==> config.mk <==
export PLATFORM = sky130hd
export DESIGN_NAME = ser_tx_gated
export DESIGN_NICKNAME = d
export VERILOG_FILES = /design/src/rtl/sertx_pkg.sv /design/src/rtl/sertx_den_gate.sv /design/src/rtl/sertx_ctrl.sv /design/src/rtl/sertx_shift.sv /design/src/rtl/sertx_mark.sv /design/src/rtl/ser_tx_gated.sv
export SDC_FILE = /design/constraint.sdc
export NUM_CORES = 1
export LEC_CHECK = 0
export CORE_UTILIZATION = 47
export DETAILED_ROUTE_END_ITERATION = 8
export GPL_TIMING_DRIVEN = 0
export PLACE_DENSITY = 0.76
export SETUP_SLACK_MARGIN = 0.4
export SYNTH_ARGS = -nofsm -noshare
export SYNTH_HDL_FRONTEND = slang
export SYNTH_SLANG_ARGS = --single-unit
==> constraint.sdc <==
create_clock -name clk -period 2.25 [get_ports clk]
set_input_delay 0.45 -clock clk [delete_from_list [all_inputs] [get_ports clk]]
set_output_delay 0.45 -clock clk [all_outputs]
set_load 0.05 [all_outputs]
==> src/rtl/sertx_pkg.sv <==
package sertx_pkg;
  // Action chosen for one clock edge
  typedef enum logic [1:0] {
    ACT_HOLD  = 2'd0,
    ACT_SHIFT = 2'd1,
    ACT_LOAD  = 2'd2,
    ACT_IDLE  = 2'd3
  } act_e;
endpackage

==> src/rtl/sertx_den_gate.sv <==
module sertx_den_gate (
  input  logic clk,
  input  logic rst,
  input  logic clk_en,
  input  logic den,
  input  logic den_pol,
  output logic allow_q
);
  // Sample taken one enabled edge ahead of the bit it governs
  always_ff @(posedge clk) begin
    if (rst)         allow_q <= 1'b0;
    else if (clk_en) allow_q <= (den == den_pol);
  end
endmodule

==> src/rtl/sertx_ctrl.sv <==
module sertx_ctrl
  import sertx_pkg::*;
(
  input  logic rst,
  input  logic clk_en,
  input  logic allow_q,
  input  logic empty,
  input  logic s_valid,
  output act_e act,
  output logic s_ready
);
  logic go;

  always_comb begin
    go      = clk_en & allow_q & ~rst;
    s_ready = go & empty;
    act     = ACT_HOLD;
    if (go) begin
      if (!empty)       act = ACT_SHIFT;
      else if (s_valid) act = ACT_LOAD;
      else              act = ACT_IDLE;
    end
  end
endmodule

==> src/rtl/sertx_shift.sv <==
module sertx_shift
  import sertx_pkg::*;
#(
  parameter int   WIDTH    = 8,
  parameter logic IDLE_BIT = 1'b1
) (
  input  logic             clk,
  input  logic             rst,
  input  act_e             act,
  input  logic [WIDTH-1:0] load_data,
  output logic             ser_out,
  output logic             empty,
  output logic             last_nxt
);
  localparam int CNT_W = (WIDTH > 1) ? $clog2(WIDTH) : 1;
  localparam logic [CNT_W-1:0] CNT_FULL = CNT_W'(WIDTH - 1);
  localparam logic [CNT_W-1:0] CNT_ONE  = CNT_W'(1);
  localparam logic             LOAD_IS_LAST = (WIDTH == 1);

  logic [WIDTH-1:0] sh_q;
  logic [CNT_W-1:0] cnt_q;   // bits still to send after the one on the line
  logic             ser_q;
  logic             last_q;  // the bit on the line ends a byte

  assign ser_out = ser_q;
  assign empty   = (cnt_q == '0);

  always_comb begin
    unique case (act)
      ACT_LOAD:  last_nxt = LOAD_IS_LAST;
      ACT_SHIFT: last_nxt = (cnt_q == CNT_ONE);
      ACT_IDLE:  last_nxt = 1'b0;
      default:   last_nxt = last_q;
    endcase
  end

  always_ff @(posedge clk) begin
    if (rst) begin
      sh_q   <= '0;
      cnt_q  <= '0;
      ser_q  <= IDLE_BIT;
      last_q <= 1'b0;
    end else begin
      last_q <= last_nxt;
      unique case (act)
        ACT_LOAD: begin
          ser_q <= load_data[WIDTH-1];
          sh_q  <= load_data << 1;
          cnt_q <= CNT_FULL;
        end
        ACT_SHIFT: begin
          ser_q <= sh_q[WIDTH-1];
          sh_q  <= sh_q << 1;
          cnt_q <= cnt_q - CNT_ONE;
        end
        ACT_IDLE: ser_q <= IDLE_BIT;
        default: ;
      endcase
    end
  end
endmodule

==> src/rtl/sertx_mark.sv <==
module sertx_mark (
  input  logic clk,
  input  logic rst,
  input  logic clk_en,
  input  logic framed_mode,
  input  logic last_nxt,
  output logic byte_sync
);
  always_ff @(posedge clk) begin
    if (rst)         byte_sync <= 1'b0;
    else if (clk_en) byte_sync <= framed_mode & last_nxt;
  end
endmodule

==> src/rtl/ser_tx_gated.sv <==
module ser_tx_gated
  import sertx_pkg::*;
#(
  parameter int   WIDTH    = 8,
  parameter logic IDLE_BIT = 1'b1
) (
  input  logic             clk,
  input  logic             rst,
  input  logic             clk_en,
  input  logic             s_valid,
  input  logic [WIDTH-1:0] s_data,
  output logic             s_ready,
  input  logic             den,
  input  logic             den_pol,
  input  logic             framed_mode,
  output logic             ser_out,
  output logic             byte_sync
);
  logic allow_q;
  logic empty;
  logic last_nxt;
  act_e act;

  sertx_den_gate u_gate (
    .clk(clk), .rst(rst), .clk_en(clk_en),
    .den(den), .den_pol(den_pol), .allow_q(allow_q)
  );

  sertx_ctrl u_ctrl (
    .rst(rst), .clk_en(clk_en), .allow_q(allow_q), .empty(empty),
    .s_valid(s_valid), .act(act), .s_ready(s_ready)
  );

  sertx_shift #(.WIDTH(WIDTH), .IDLE_BIT(IDLE_BIT)) u_shift (
    .clk(clk), .rst(rst), .act(act), .load_data(s_data),
    .ser_out(ser_out), .empty(empty), .last_nxt(last_nxt)
  );

  sertx_mark u_mark (
    .clk(clk), .rst(rst), .clk_en(clk_en), .framed_mode(framed_mode),
    .last_nxt(last_nxt), .byte_sync(byte_sync)
  );
endmodule

# After elaboration in Yosys (flattened, before gate mapping)
# Index checks and enable logic that the tools add are counted.
[totals] ff_bits=15 inputBits=15 out_inout_bits=3 word_cells=28
[op_classes] addsub=1 n_eq_ne=5 n_mux=7 bitwise=5 n_reduce_logical=4
[op_table] op="$pmux 8 s2" count=1
[op_table] op="$pmux 3 s2" count=1
[op_table] op="$and 1x1->1" count=4
[op_table] op="$eq 2x2->1 const B" count=2
[op_table] op="$mux 2" count=2
[op_table] op="$eq 3x1->1 const B" count=1
[op_table] op="$logic_not 3->1" count=1
[op_table] op="$pmux 1 s3" count=1
[op_table] op="$reduce_bool 3->1" count=1
[op_table] op="$sub 3x1->3 const B" count=1
[op_table] op="$eq 2x1->1 const B" count=1
[op_table] op="$pmux 1 s2" count=1
[op_table] op="$reduce_bool 2->1" count=1
[op_table] op="$reduce_or 2->1" count=1
[op_table] op="$eq 1x1->1" count=1
[op_table] op="$mux 1" count=1
[op_table] op="$not 1->1" count=1

# Depth between registers and ports, before layout
# Gate-level depths: netlist (run 1).
[logic_depth] depth_word=7 mapped_depth=10 mapped_depth_nobuf=9

# By module
# A second synthesis (run 1) with hierarchy kept.
[hier_totals] cells_unflattened=77 hier_area_um2=748.2
[modules_own_cells] module="sertx_shift" instances=1 cells_per_inst=64 area_each_um2=621.8 seq_area_each_um2=240.2
[modules_own_cells] module="sertx_den_gate" instances=1 cells_per_inst=5 area_each_um2=47.5 seq_area_each_um2=20.0
[modules_own_cells] module="sertx_mark" instances=1 cells_per_inst=4 area_each_um2=40.0 seq_area_each_um2=20.0
[modules_own_cells] module="sertx_ctrl" instances=1 cells_per_inst=4 area_each_um2=38.8 seq_area_each_um2=0.0

# Worst setup path after synthesis (run 1)
# Ideal clock, no wire load.
[synth_timing] kind="register to register" start="register u_shift.cnt_q[0]" end="register u_shift.ser_q (netlist: u_shift.ser_out)" arrival_ps=1860 t_required_ps=2155 setup_slack_ps=295 stages_incl_launch_ff=10 n_path_buf=0 synth_period_minus_slack_ps=1955 cell_sequence="dfxtp_1 inv_1 ha_1 nor2b_1 nand2b_1 inv_1 ha_1 a21oi_1 a2111o_1 o311ai_1"
[synth_via] elab_chain_cells=5 word_cells_on_any_way=8 cone_classes="3 x eq/ne; 3 x mux; 2 x reduce/logical"
[synth_rtl] item="start, declared" line_no="sertx_shift.sv:21" text="logic [CNT_W-1:0] cnt_q;"
[synth_rtl] item="start signal, assigned" line_no="sertx_shift.sv:54" text="cnt_q <= cnt_q - CNT_ONE;"
[synth_rtl] item="$logic_not 3->1 (*)" line_no="sertx_shift.sv:26" text="assign empty = (cnt_q == '0);"
[synth_rtl] item="$mux 2 (*)" line_no="sertx_ctrl.sv:19" text="if (!empty) act = ACT_SHIFT;"
[synth_rtl] item="$mux 2 (*)" line_no="sertx_ctrl.sv:18" text="if (go) begin"
[synth_rtl] item="$eq 2x2->1 / $eq 2x1->1 (equally long branches)" line_no="sertx_shift.sv:45" text="unique case (act)"
[synth_rtl] item="$pmux 1 s3 / $reduce_bool 3->1 (equally long branches)"
[synth_rtl] item="end signal, assigned" line_no="sertx_shift.sv:47" text="ser_q <= load_data[WIDTH-1];"
[synth_rtl] item="end signal, assigned" line_no="sertx_shift.sv:52" text="ser_q <= sh_q[WIDTH-1];"
[synth_rtl] item="end, declared" line_no="sertx_shift.sv:22" text="logic ser_q;"
# Mark *: on every way between the ends. The rest lies on a longest branch, timed or not.
# A chain may end at the register's enable or synchronous reset.

# Worst setup path in the final report (run 1)
[layout_timing] start="register u_shift.cnt_q[0]" end="register u_shift.sh_q[3]"
[layout_via] elab_chain_cells=5 word_cells_on_any_way=7 cone_classes="2 x eq/ne; 3 x mux; 2 x reduce/logical"
[layout_rtl] item="$logic_not 3->1 (*)" line_no="sertx_shift.sv:26"
[layout_rtl] item="$mux 2 (*)" line_no="sertx_ctrl.sv:19"
[layout_rtl] item="$mux 2 (*)" line_no="sertx_ctrl.sv:18"
[layout_rtl] item="$eq 2x1->1 / $eq 2x2->1 (equally long branches)" line_no="sertx_shift.sv:45"
[layout_rtl] item="$pmux 8 s2 / $reduce_bool 2->1 (equally long branches)"
[layout_rtl] item="end signal, assigned" line_no="sertx_shift.sv:48" text="sh_q <= load_data << 1;"
[layout_rtl] item="end signal, assigned" line_no="sertx_shift.sv:53" text="sh_q <= sh_q << 1;"
[layout_rtl] item="end, declared" line_no="sertx_shift.sv:20" text="logic [WIDTH-1:0] sh_q;"
# Mark *: on every way between the ends. The rest lies on a longest branch, timed or not. The select of a mux whose other input is x is not followed.

==> impl_metrics.csv, run 1 <==
group,metric,value,unit
status,status,"complete, no violations",
placement,place.gp.congestion,0.704,
placement,placed_area,937,um2
die,die_y,41.8,um
clock_network,cts_buffers,3,
global_routing,antenna_found_initial,0,
worst_setup_path,worst_ep_arrival_time,2.04,ns
die,ios,18,
synth,yosys.area.top_type_share,37.7,%
power_and_ir_drop,p_switching,0.148,mW
final_layout,antennaDiodeCount,0,
sta,relSlewSlack,66.4,%
final_layout,fin_nets,128,
final_layout,post-route-util,80.6,%
detailed_routing,drt-met1-wl,716,um
hold_path,hold_path_class,"in -> reg",
synth,yosysTopAreaCell,"dfxtp_1",
power_and_ir_drop,p_total,0.567,mW
die,die_w,41.8,um
power_and_ir_drop,ir_worst_vdd,0.000405,V
clock_network,clk_pin_slew,0.09,ns
final_layout,layout.cells.non_filler,120,
synth,syn_area,743,um2
synth,syn-num-nets,100,
detailed_routing,wl_met3,53,um
synth,synth_warnings,0,
flow_run,cap_violations,0,
worst_setup_path,crit_required,2.45,ns
clock_network,cts_tree,"built",
worst_setup_path,ff2ff_setup_slack,0.41,ns
worst_setup_path,end_kind,"flop",
detailed_routing,drtIter0Drc,7,
placement,place.port_buffers,17,
power_and_ir_drop,p_sw_share,26.1,%
worst_setup_path,r2r_cells,9,
detailed_routing,top_layer,"met4",
final_layout,postLayoutCellArea,1110,um2
die,die_area,1740,um2
power_and_ir_drop,p_clk_share,33.0,%
detailed_routing,antenna_left,0,
sta,holdWs,0.429,ns
worst_setup_path,worstPathMaxFanout,5,
detailed_routing,dr_total_vias,670,
die,start_util,53.8,%
detailed_routing,drt_first_pass_iters,4,
global_routing,grt_pass1_wl,2420,um
die,num_rows,13,
sta,fin_crit,1.84,ns
clock_network,ctsHoldBuffers,0,
synth,yosys_register_bits,14,
final_layout,most-common-layout-cells,"nor2_1 (12), clkdlybuf4s50_1 (12), dfxtp_1 (12), mux2i_1 (7), buf_4 (6)",
clock_network,h-tree-depth,1,
final_layout,syn2layout_area_growth,50.0,%
worst_setup_path,crit_path_start_kind,"flop",
synth,synth_area_leaders,"dfxtp_1 (38%), ha_1 (12%), mux2i_1 (9.4%), a211oi_1 (6.1%), nor2_1 (6.1%)",
power_and_ir_drop,power_leakage,0.435,nW
synth,synthCells,78,
global_routing,track_usage,17.6,%
clock_network,clk_path_buf_depth,2,
hold_path,whs_path_depth,2,
placement,pre_cts_ws,-0.551,ns
sta,rsz0062_at_grt,"yes",
power_and_ir_drop,p_int,0.419,mW
sta,hold_viol_final,0,
worst_setup_path,r2r-end,"u_shift.sh_q[3]",
detailed_routing,drc_errors,0,
synth,syn_avg_cell_area,9.53,um2
sta,slew_violations,0,
clock_network,clkLatencyLatePin,0.28,ns
clock_network,cts_root_buf,"clkbuf_4",
final_layout,fill_cells,92,
detailed_routing,wl_met2,824,um
detailed_routing,drt_wl_total,1620,um
power_and_ir_drop,power.density,508,nW/um2
global_routing,grt_pass1_vias,611,
worst_setup_path,endpoint,"u_shift.sh_q[3]",
worst_setup_path,crit_type,"reg -> reg",
global_routing,grt_start_max_net_pins,11,
detailed_routing,routedWlPerCell,13.5,um
sta,setup_slack,0.408,ns
power_and_ir_drop,combPwrFrac,19.6,%
sta,timing.setup.tns,0,ns
worst_setup_path,crit_start,"u_shift.cnt_q[0]",
final_layout,drive_above_1_share,29.5,%
sta,fmax,0.543,GHz
sta,fin_skew,0.00436,ns
power_and_ir_drop,sequentialPowerShare,47.4,%
detailed_routing,vias_per_cell,5.58,
synth,ys_seq_area_share,37.7,%
placement,placed_cells,110,
worst_setup_path,r2r-start,"u_shift.cnt_q[0]",
sta,setup_viol,0,
clock_network,cts_sinks,14,
global_routing,gr-total-overflow,0,
synth,synth.distinct_cells,24,
placement,hpwl,983,um
sta,tightest_slew,0.504,ns
sta,finalCritPeriodShare,81.9,%
die,core-area,1380,um2
==> power by group through the flow <==
| stage | Clock (mW) | Sequential, mW | Combinational, mW |
|---|---|---|---|
| detailed placement | 0 | 0.273 | 0.0880 |
| floorplan | 0 | 0.275 | 0.0460 |
| global placement | 0 | 0.272 | 0.0867 |
| finish | 0.187 | 0.269 | 0.111 |
| global route | 0.206 | 0.270 | 0.121 |
| CTS | 0.186 | 0.268 | 0.0945 |
==> cell usage after synthesis <==
| library cell | number |
|---|---|
| nand3b_4 | 1 |
| and2_1 | 1 |
| o211ai_1 | 1 |
| a311oi_1 | 1 |
| nor2_1 | 12 |
| nand2b_1 | 4 |
| a211oi_1 | 6 |
| buf_2 | 1 |
| dfxtp_1 | 14 |
| buf_6 | 1 |
| a41o_1 | 1 |
| ha_1 | 7 |
| o21ai_1 | 1 |
| a2111o_1 | 1 |
| xnor2_1 | 1 |
| mux2i_1 | 7 |
| a21oi_1 | 6 |
| o311ai_1 | 1 |
| clkbuf_1 | 2 |
| inv_1 | 5 |
| nor2b_1 | 1 |
| nand3_1 | 1 |
| and4bb_1 | 1 |
| nand3b_1 | 1 |
==> worst min-delay path by stage <==
stage	start	end	slack, ns
after detailed placement	u_shift.sh_q[1]	u_shift.sh_q[1]	0.46
after CTS	u_shift.sh_q[1]	u_shift.sh_q[1]	0.48
after floorplan	u_shift.sh_q[1]	u_shift.sh_q[1]	0.45
final	rst	u_shift.cnt_q[1]	0.43
after global routing	rst	u_shift.cnt_q[1]	0.42
after global placement	u_mark.byte_sync	u_mark.byte_sync	0.46
==> flip-flops by register name, summed over array words and instances (netlist names) <==
register	flops
u_shift.cnt_q	3
u_shift.sh_q	7
u_gate.allow_q	1
u_shift.ser_out	1
u_shift.last_q	1
u_mark.byte_sync	1
==> cell type report <==
type | instances | area, um2 | area share, %
Tap cell | 15 | 18.8 | 1.68
Buffer | 4 | 37.5 | 3.37
Multi-Input combinational cell | 55 | 505 | 45.3
Sequential cell | 14 | 283 | 25.4
Inverter | 5 | 22.5 | 2.02
Timing Repair Buffer | 23 | 211 | 19.0
Clock buffer | 4 | 36.3 | 3.25
==> critical path: stages (launching register included) <==
cell	delay, ns
dfxtp_2	0.38
inv_2	0.07
ha_4	0.14
nor2b_4	0.14
a21oi_4	0.24
inv_2	0.10
ha_4	0.30
buf_4	0.13
nor2_1	0.04
a211oi_1	0.20
==> cells by family (layout without fill, tap and decap cells) <==
logic type / Yosys count / after routing / share of synthesized area [%]
xor gates and xnor gates: 1 / 1 / 1.18
muxes: 7 / 7 / 9.43
adders and majority gates: 7 / 7 / 11.8
buffers and inverters: 9 / 36 / 5.72
and+or+nand+nor: 22 / 22 / 17.2
DFF: 14 / 14 / 37.7
AOI/OAI and AO/OA: 18 / 18 / 17.0
==> metal layers <==
metal / global-route usage (%) / vias up
met5: 0 / -
met4: 11.0 / 0
li1: - / 331
met1: 20.5 / 317
met2: 28.7 / 18
met3: 4.35 / 4
==> timing repair <==
item / 4_1_cts / 5_1_grt
endpoints found under the setup margin: 16 / 14
setup buffers: 1 / 4
cloned: 0 / 1
gates resized for setup: 20 / 20
pin swaps: 2 / 6
endpoints found under the hold margin: 0 / 0
(Power assumes the default switching activity.)
==> run 2: changes to the inputs <==
- clock period: 2.25 -> 1.7 ns (I/O delays scaled with it)
==> run 2 against run 1 <==
Effect of this change: the run now ends with setup timing left; die area unchanged; largest cell class unchanged; cell area increased by 2.4%; total power increased by 34%; critical path type is now in -> out; clock-buffer cell count unchanged; first-iteration DRC count decreased by 43%; clock skew increased by 0.0021 ns; critical endpoint is now s_ready; worst hold slack improved by 0.044 ns; cell count increased by 0.83%.
==> impl_metrics.csv, run 2 (synthesis gave the netlist of run 1 again) <==
group,metric,value,unit
sta,setup_slack,-0.0559,ns
clock_network,ctsHoldBuffers,0,
clock_network,cts_root_buf,"clkbuf_4",
detailed_routing,wl_met2,814,um
global_routing,grt_start_max_net_pins,11,
worst_setup_path,cp_slowest_cell,"clkdlybuf4s15_1",
detailed_routing,routedWlPerCell,13.6,um
placement,placed_cells,110,
worst_setup_path,r2r-start,"u_shift.cnt_q[1]",
die,die_area,1740,um2
detailed_routing,wl_met3,35,um
power_and_ir_drop,power.density,663,nW/um2
clock_network,clk_path_buf_depth,2,
worst_setup_path,crit_chain,"clkdlybuf4s15_1, nand3b_4, nand2b_4, clkinvlp_4, buf_8",
detailed_routing,antenna_left,0,
detailed_routing,dr_total_vias,648,
worst_setup_path,worst_ep_arrival_time,1.42,ns
die,die_w,41.8,um
status,status,"complete, but fails checks",
final_layout,largest-register,"u_shift.sh_q",
worst_setup_path,crit_type,"in -> out",
sta,fin_skew,0.00643,ns
final_layout,layout.cells.non_filler,121,
global_routing,track_usage,21.1,%
worst_setup_path,crit_required,1.36,ns
worst_setup_path,max_stage_delay,0.36,ns
die,num_rows,13,
placement,hpwl,1120,um
global_routing,grt_pass1_wl,2860,um
final_layout,largest_reg_flops,7,
detailed_routing,drtIter0Drc,4,
die,start_util,53.8,%
worst_setup_path,r2r-end,"u_mark.byte_sync",
placement,place.gp.congestion,0.712,
worst_setup_path,crit_path_start_kind,"input port",
placement,place.port_buffers,17,
final_layout,antennaDiodeCount,0,
power_and_ir_drop,p_total,0.757,mW
sta,hold_viol_final,0,
clock_network,cts_buffers,3,
global_routing,gr-total-overflow,0,
detailed_routing,drc_errors,0,
global_routing,grt_pass1_vias,633,
detailed_routing,drt_first_pass_iters,4,
sta,slew_violations,0,
sta,fmax,0.570,GHz
worst_setup_path,worstPathMaxFanout,6,
clock_network,clkLatencyLatePin,0.28,ns
sta,finalCritPeriodShare,103,%
clock_network,clk_pin_slew,0.09,ns
detailed_routing,drt-met1-wl,798,um
final_layout,drive_above_1_share,35.8,%
final_layout,syn2layout_area_growth,53.5,%
detailed_routing,top_layer,"met3",
die,die_y,41.8,um
final_layout,reg_top3,"u_shift.sh_q: 7 flops, u_shift.cnt_q: 3 flops",
clock_network,h-tree-depth,1,
final_layout,fin_nets,129,
die,core-area,1380,um2
hold_path,hold_path_class,"reg -> reg",
power_and_ir_drop,ir_worst_vdd,0.000606,V
sta,relSlewSlack,69.8,%
power_and_ir_drop,power_leakage,0.433,nW
sta,rsz0062_at_grt,"yes",
hold_path,min_to,"u_shift.sh_q[1]",
hold_path,whs_path_depth,2,
worst_setup_path,r2r_cells,9,
sta,setup_viol,3,
clock_network,cts_sinks,14,
die,ios,18,
worst_setup_path,ff2ff_setup_slack,-0.02,ns
final_layout,fill_cells,92,
final_layout,most-common-layout-cells,"clkdlybuf4s50_1 (12), dfxtp_1 (12), nor2_1 (11), mux2i_1 (7), a211oi_1 (6)",
sta,tightest_slew,0.453,ns
clock_network,cts_tree,"built",
detailed_routing,drt_wl_total,1650,um
hold_path,hold_start,"u_shift.sh_q[1]",
status,violations,"setup timing",
flow_run,cap_violations,0,
sta,fin_crit,1.76,ns
detailed_routing,vias_per_cell,5.36,
global_routing,antenna_found_initial,0,
worst_setup_path,end_kind,"output pin",
==> run 2: per-stage QoR <==
| step | util (%) | setup TNS [ns] | instance area, um2 | setup slack, ns | hold slack, ns |
|---|---|---|---|---|---|
| after floorplan | - | 0 | 822 | 0.0283 | 0.413 |
| after global placement | 73.1 | -7.12 | 1010 | -0.835 | 0.456 |
| after detailed placement | 73.1 | -7.26 | 1010 | -0.825 | 0.459 |
| after CTS | 81.1 | -0.0531 | 1120 | -0.0244 | 0.476 |
| after global routing | 82.5 | -0.901 | 1140 | -0.0977 | 0.502 |
| final | 82.5 | -0.0830 | 1140 | -0.0559 | 0.473 |
==> run 2: area by class of cell <==
class                   instances  area (um2)  share of cell area [%]
multi-input cells              55         520                    45.6
inverters                       5        22.5                    1.97
flip-flops and latches         14         283                    24.8
repair buffers                 24         220                    19.3
clock buffers                   4        36.3                    3.18
plain buffers                   4        40.0                    3.51
well taps                      15        18.8                    1.64
==> run 2: how the worst max path moves through the flow <==
stage                          start              end  slack [ns]  cells after the start
finish                           rst          s_ready       -0.06                      5
global route        u_shift.cnt_q[0]  u_shift.sh_q[6]        -0.1                      9
CTS                 u_shift.cnt_q[1]          s_ready       -0.02                      6
detailed placement               rst          s_ready       -0.83                      5
global placement                 rst          s_ready       -0.83                      5
floorplan           u_shift.cnt_q[1]  u_shift.ser_out        0.03                      9
==> run 2: worst max-delay path, delay by kind of cell <==
kind          cells  cell delay [ns]
buf+inv           3             0.65
simple gates      2             0.42
==> run 2: power breakdown <==
part | internal (mW) | switching, mW | leakage [nW] | total, mW
logic | 0.0861 | 0.0703 | 0.297 | 0.156
clock network | 0.130 | 0.115 | 0.0210 | 0.245
registers | 0.344 | 0.0111 | 0.115 | 0.355
==> run 2: layer usage <==
metal  up-vias  global-route usage (%)
met5         -                       0
met3         0                    3.91
li1        332                       -
met2         9                    37.2
met1       307                    26.6
met4         0                    3.87
==> run 2: what timing repair did <==
action | CTS | global route
cloned | 2 | 0
pin swaps | 8 | 4
endpoints found under the setup margin | 16 | 14
buffers inserted | 4 | 1
gates resized for setup | 28 | 4
==> run 3: changes to the inputs <==
- CAP_MARGIN: default -> 40
- CELL_PAD_IN_SITES_DETAIL_PLACEMENT: default -> 1
- CELL_PAD_IN_SITES_GLOBAL_PLACEMENT: default -> 1
- CORE_UTILIZATION: 47 -> 35
- PLACE_DENSITY: 0.76 -> default
- PLACE_DENSITY_LB_ADDON: default -> 0.1
==> run 3 against run 2 <==
Effect of this change: the flow still finishes with violations (setup timing); utilization fell by 18 points; sequential cell count did not move; worst hold slack better by 0.010 ns.
==> impl_metrics.csv, run 3 (synthesis gave the netlist of run 1 again) <==
group,metric,value,unit
final_layout,layout.cells.non_filler,135,
worst_setup_path,crit_buf_inv,3,
die,num_rows,16,
sta,timing.setup.tns,-0.244,ns
clock_network,h-tree-depth,1,
final_layout,reg_top3,"u_shift.sh_q: 7 flops, u_shift.cnt_q: 3 flops",
clock_network,clk_pin_slew,0.10,ns
final_layout,largest_reg_flops,7,
final_layout,post-route-util,64.6,%
sta,setup_slack,-0.0644,ns
final_layout,most-common-layout-cells,"clkdlybuf4s50_1 (12), dfxtp_1 (12), nor2_1 (7)",
global_routing,grt_pass1_vias,717,
detailed_routing,routedWlPerCell,16.7,um
power_and_ir_drop,p_total,0.799,mW
placement,placed_area,1030,um2
placement,place.port_buffers,17,
sta,fin_crit,1.76,ns
final_layout,fin_nets,131,
power_and_ir_drop,ir_worst_vdd,0.000413,V
die,core-area,1980,um2
clock_network,cts_tree,"built",
status,status,"complete, but fails checks",
clock_network,cts_sinks,14,
global_routing,grt_pass1_wl,3260,um
detailed_routing,drt_first_pass_iters,4,
sta,rsz0062_at_grt,"yes",
clock_network,cts_root_buf,"clkbuf_4",
global_routing,globalRouteMet2Util,38.6,%
detailed_routing,drt_wl_total,2260,um
final_layout,fill_cells,203,
clock_network,clkLatencyLatePin,0.28,ns
worst_setup_path,crit_family,"flip-flops",
final_layout,drive_above_1_share,46.3,%
global_routing,grt_start_max_net_pins,11,
final_layout,multi_input_area,584,um2
sta,fin_skew,0.00233,ns
placement,hpwl,1260,um
status,violations,"setup timing",
sta,fmax,0.567,GHz
detailed_routing,drc_errors,0,
worst_setup_path,crit_chain,"inv_2, ha_4, nor2b_4, nand2b_4, clkinvlp_4, buf_8",
sta,slew_violations,0,
worst_setup_path,max_stage_delay,0.34,ns
worst_setup_path,end_kind,"output pin",
flow_run,cap_violations,0,
placement,place.gp.congestion,0.703,
placement,placed_cells,122,
detailed_routing,vias_per_cell,5.19,
die,ios,18,
final_layout,antennaDiodeCount,0,
detailed_routing,drtIter0Drc,9,
sta,setup_viol,6,
final_layout,postLayoutCellArea,1280,um2
die,die_area,2310,um2
sta,finalCritPeriodShare,104,%
global_routing,track_usage,21.3,%
global_routing,antenna_found_initial,0,
worst_setup_path,crit_path_start_kind,"flop",
final_layout,syn2layout_area_growth,72.2,%
hold_path,hold_path_class,"reg -> reg",
sta,relSlewSlack,59.2,%
global_routing,gr-total-overflow,0,
die,die_y,48.1,um
clock_network,clk_path_buf_depth,2,
power_and_ir_drop,power_leakage,0.475,nW
worst_setup_path,cp_slowest_cell,"dfxtp_2",
sta,hold_viol_final,0,
sta,tightest_slew,0.612,ns
worst_setup_path,cp.depth,6,
die,start_util,37.5,%
global_routing,grt.met1_usage,24.3,%
final_layout,seq_area,283,um2
worst_setup_path,crit_type,"reg -> out",
die,die_w,48.1,um
detailed_routing,dr_total_vias,701,
worst_setup_path,r2r_cells,9,
global_routing,top_usage_layer,"met2",
global_routing,grtUsageMet3,5.66,%
power_and_ir_drop,power.density,624,nW/um2
hold_path,whs_path_depth,2,
detailed_routing,antenna_left,0,
clock_network,cts_buffers,3,
worst_setup_path,worst_ep_arrival_time,1.42,ns
final_layout,largest-register,"u_shift.sh_q",
worst_setup_path,worstPathMaxFanout,4,
worst_setup_path,crit_required,1.36,ns
[run 3: cell count changes in the layout (fill, tap and decap cells not counted), sizes merged]
cell | previous run | this run
buf | 11 | 13
[run 3: final cells by class]
type,instances,share of cell area [%]
Tap cell,27,2.64
Inverter,5,1.76
Sequential cell,14,22.1
Clock buffer,4,2.83
Multi-Input combinational cell,55,45.6
Buffer,4,4.30
Timing Repair Buffer,26,20.7
[run 3: metal layers]
layer / routed length, um / vias up / share of wire (%)
met5: 0 / - / 0
met4: 16 / 0 / 0.71
met3: 46 / 3 / 2.0
met2: 1260 / 10 / 56
met1: 936 / 349 / 41
li1: - / 339 / -
[run 3: worst paths after layout]
kind                    start               end  slack (ns)
max          u_shift.cnt_q[0]           s_ready       -0.06
min          u_mark.byte_sync  u_mark.byte_sync        0.48
max reg2reg  u_shift.cnt_q[0]  u_mark.byte_sync       -0.06
min reg2reg  u_mark.byte_sync  u_mark.byte_sync        0.48
[run 3: stage by stage]
stage	hold slack (ns)	setup slack, ns
floorplan	0.413	0.0283
global placement	0.453	-0.822
detailed placement	0.476	-0.825
CTS	0.484	-0.0669
global route	0.506	-0.126
finish	0.484	-0.0644
[run 3: worst reg2reg max path, stage by stage, from the launching register on]
cell and delay [ns]:
dfxtp_2 0.34, inv_2 0.07, ha_4 0.13, nor2b_4 0.21, a21oi_4 0.10, inv_2 0.10, ha_2 0.19, and4bb_1 0.24
o211ai_1 0.16, a21oi_1 0.08
[run 3: power by group]
group	internal, mW	switching, mW	total [mW]	leakage [nW]
Clock	0.130	0.124	0.254	0.0210
Sequential	0.344	0.0142	0.358	0.115
Combinational	0.101	0.0847	0.186	0.340
Total	0.576	0.223	0.799	0.475
[run 3: what timing repair did]
item,4_1_cts,5_1_grt
gates cloned,3,0
pin swaps,16,9
hold buffers,0,0
gates resized for setup,38,10
setup buffers,4,2
endpoints found under the setup margin,17,14
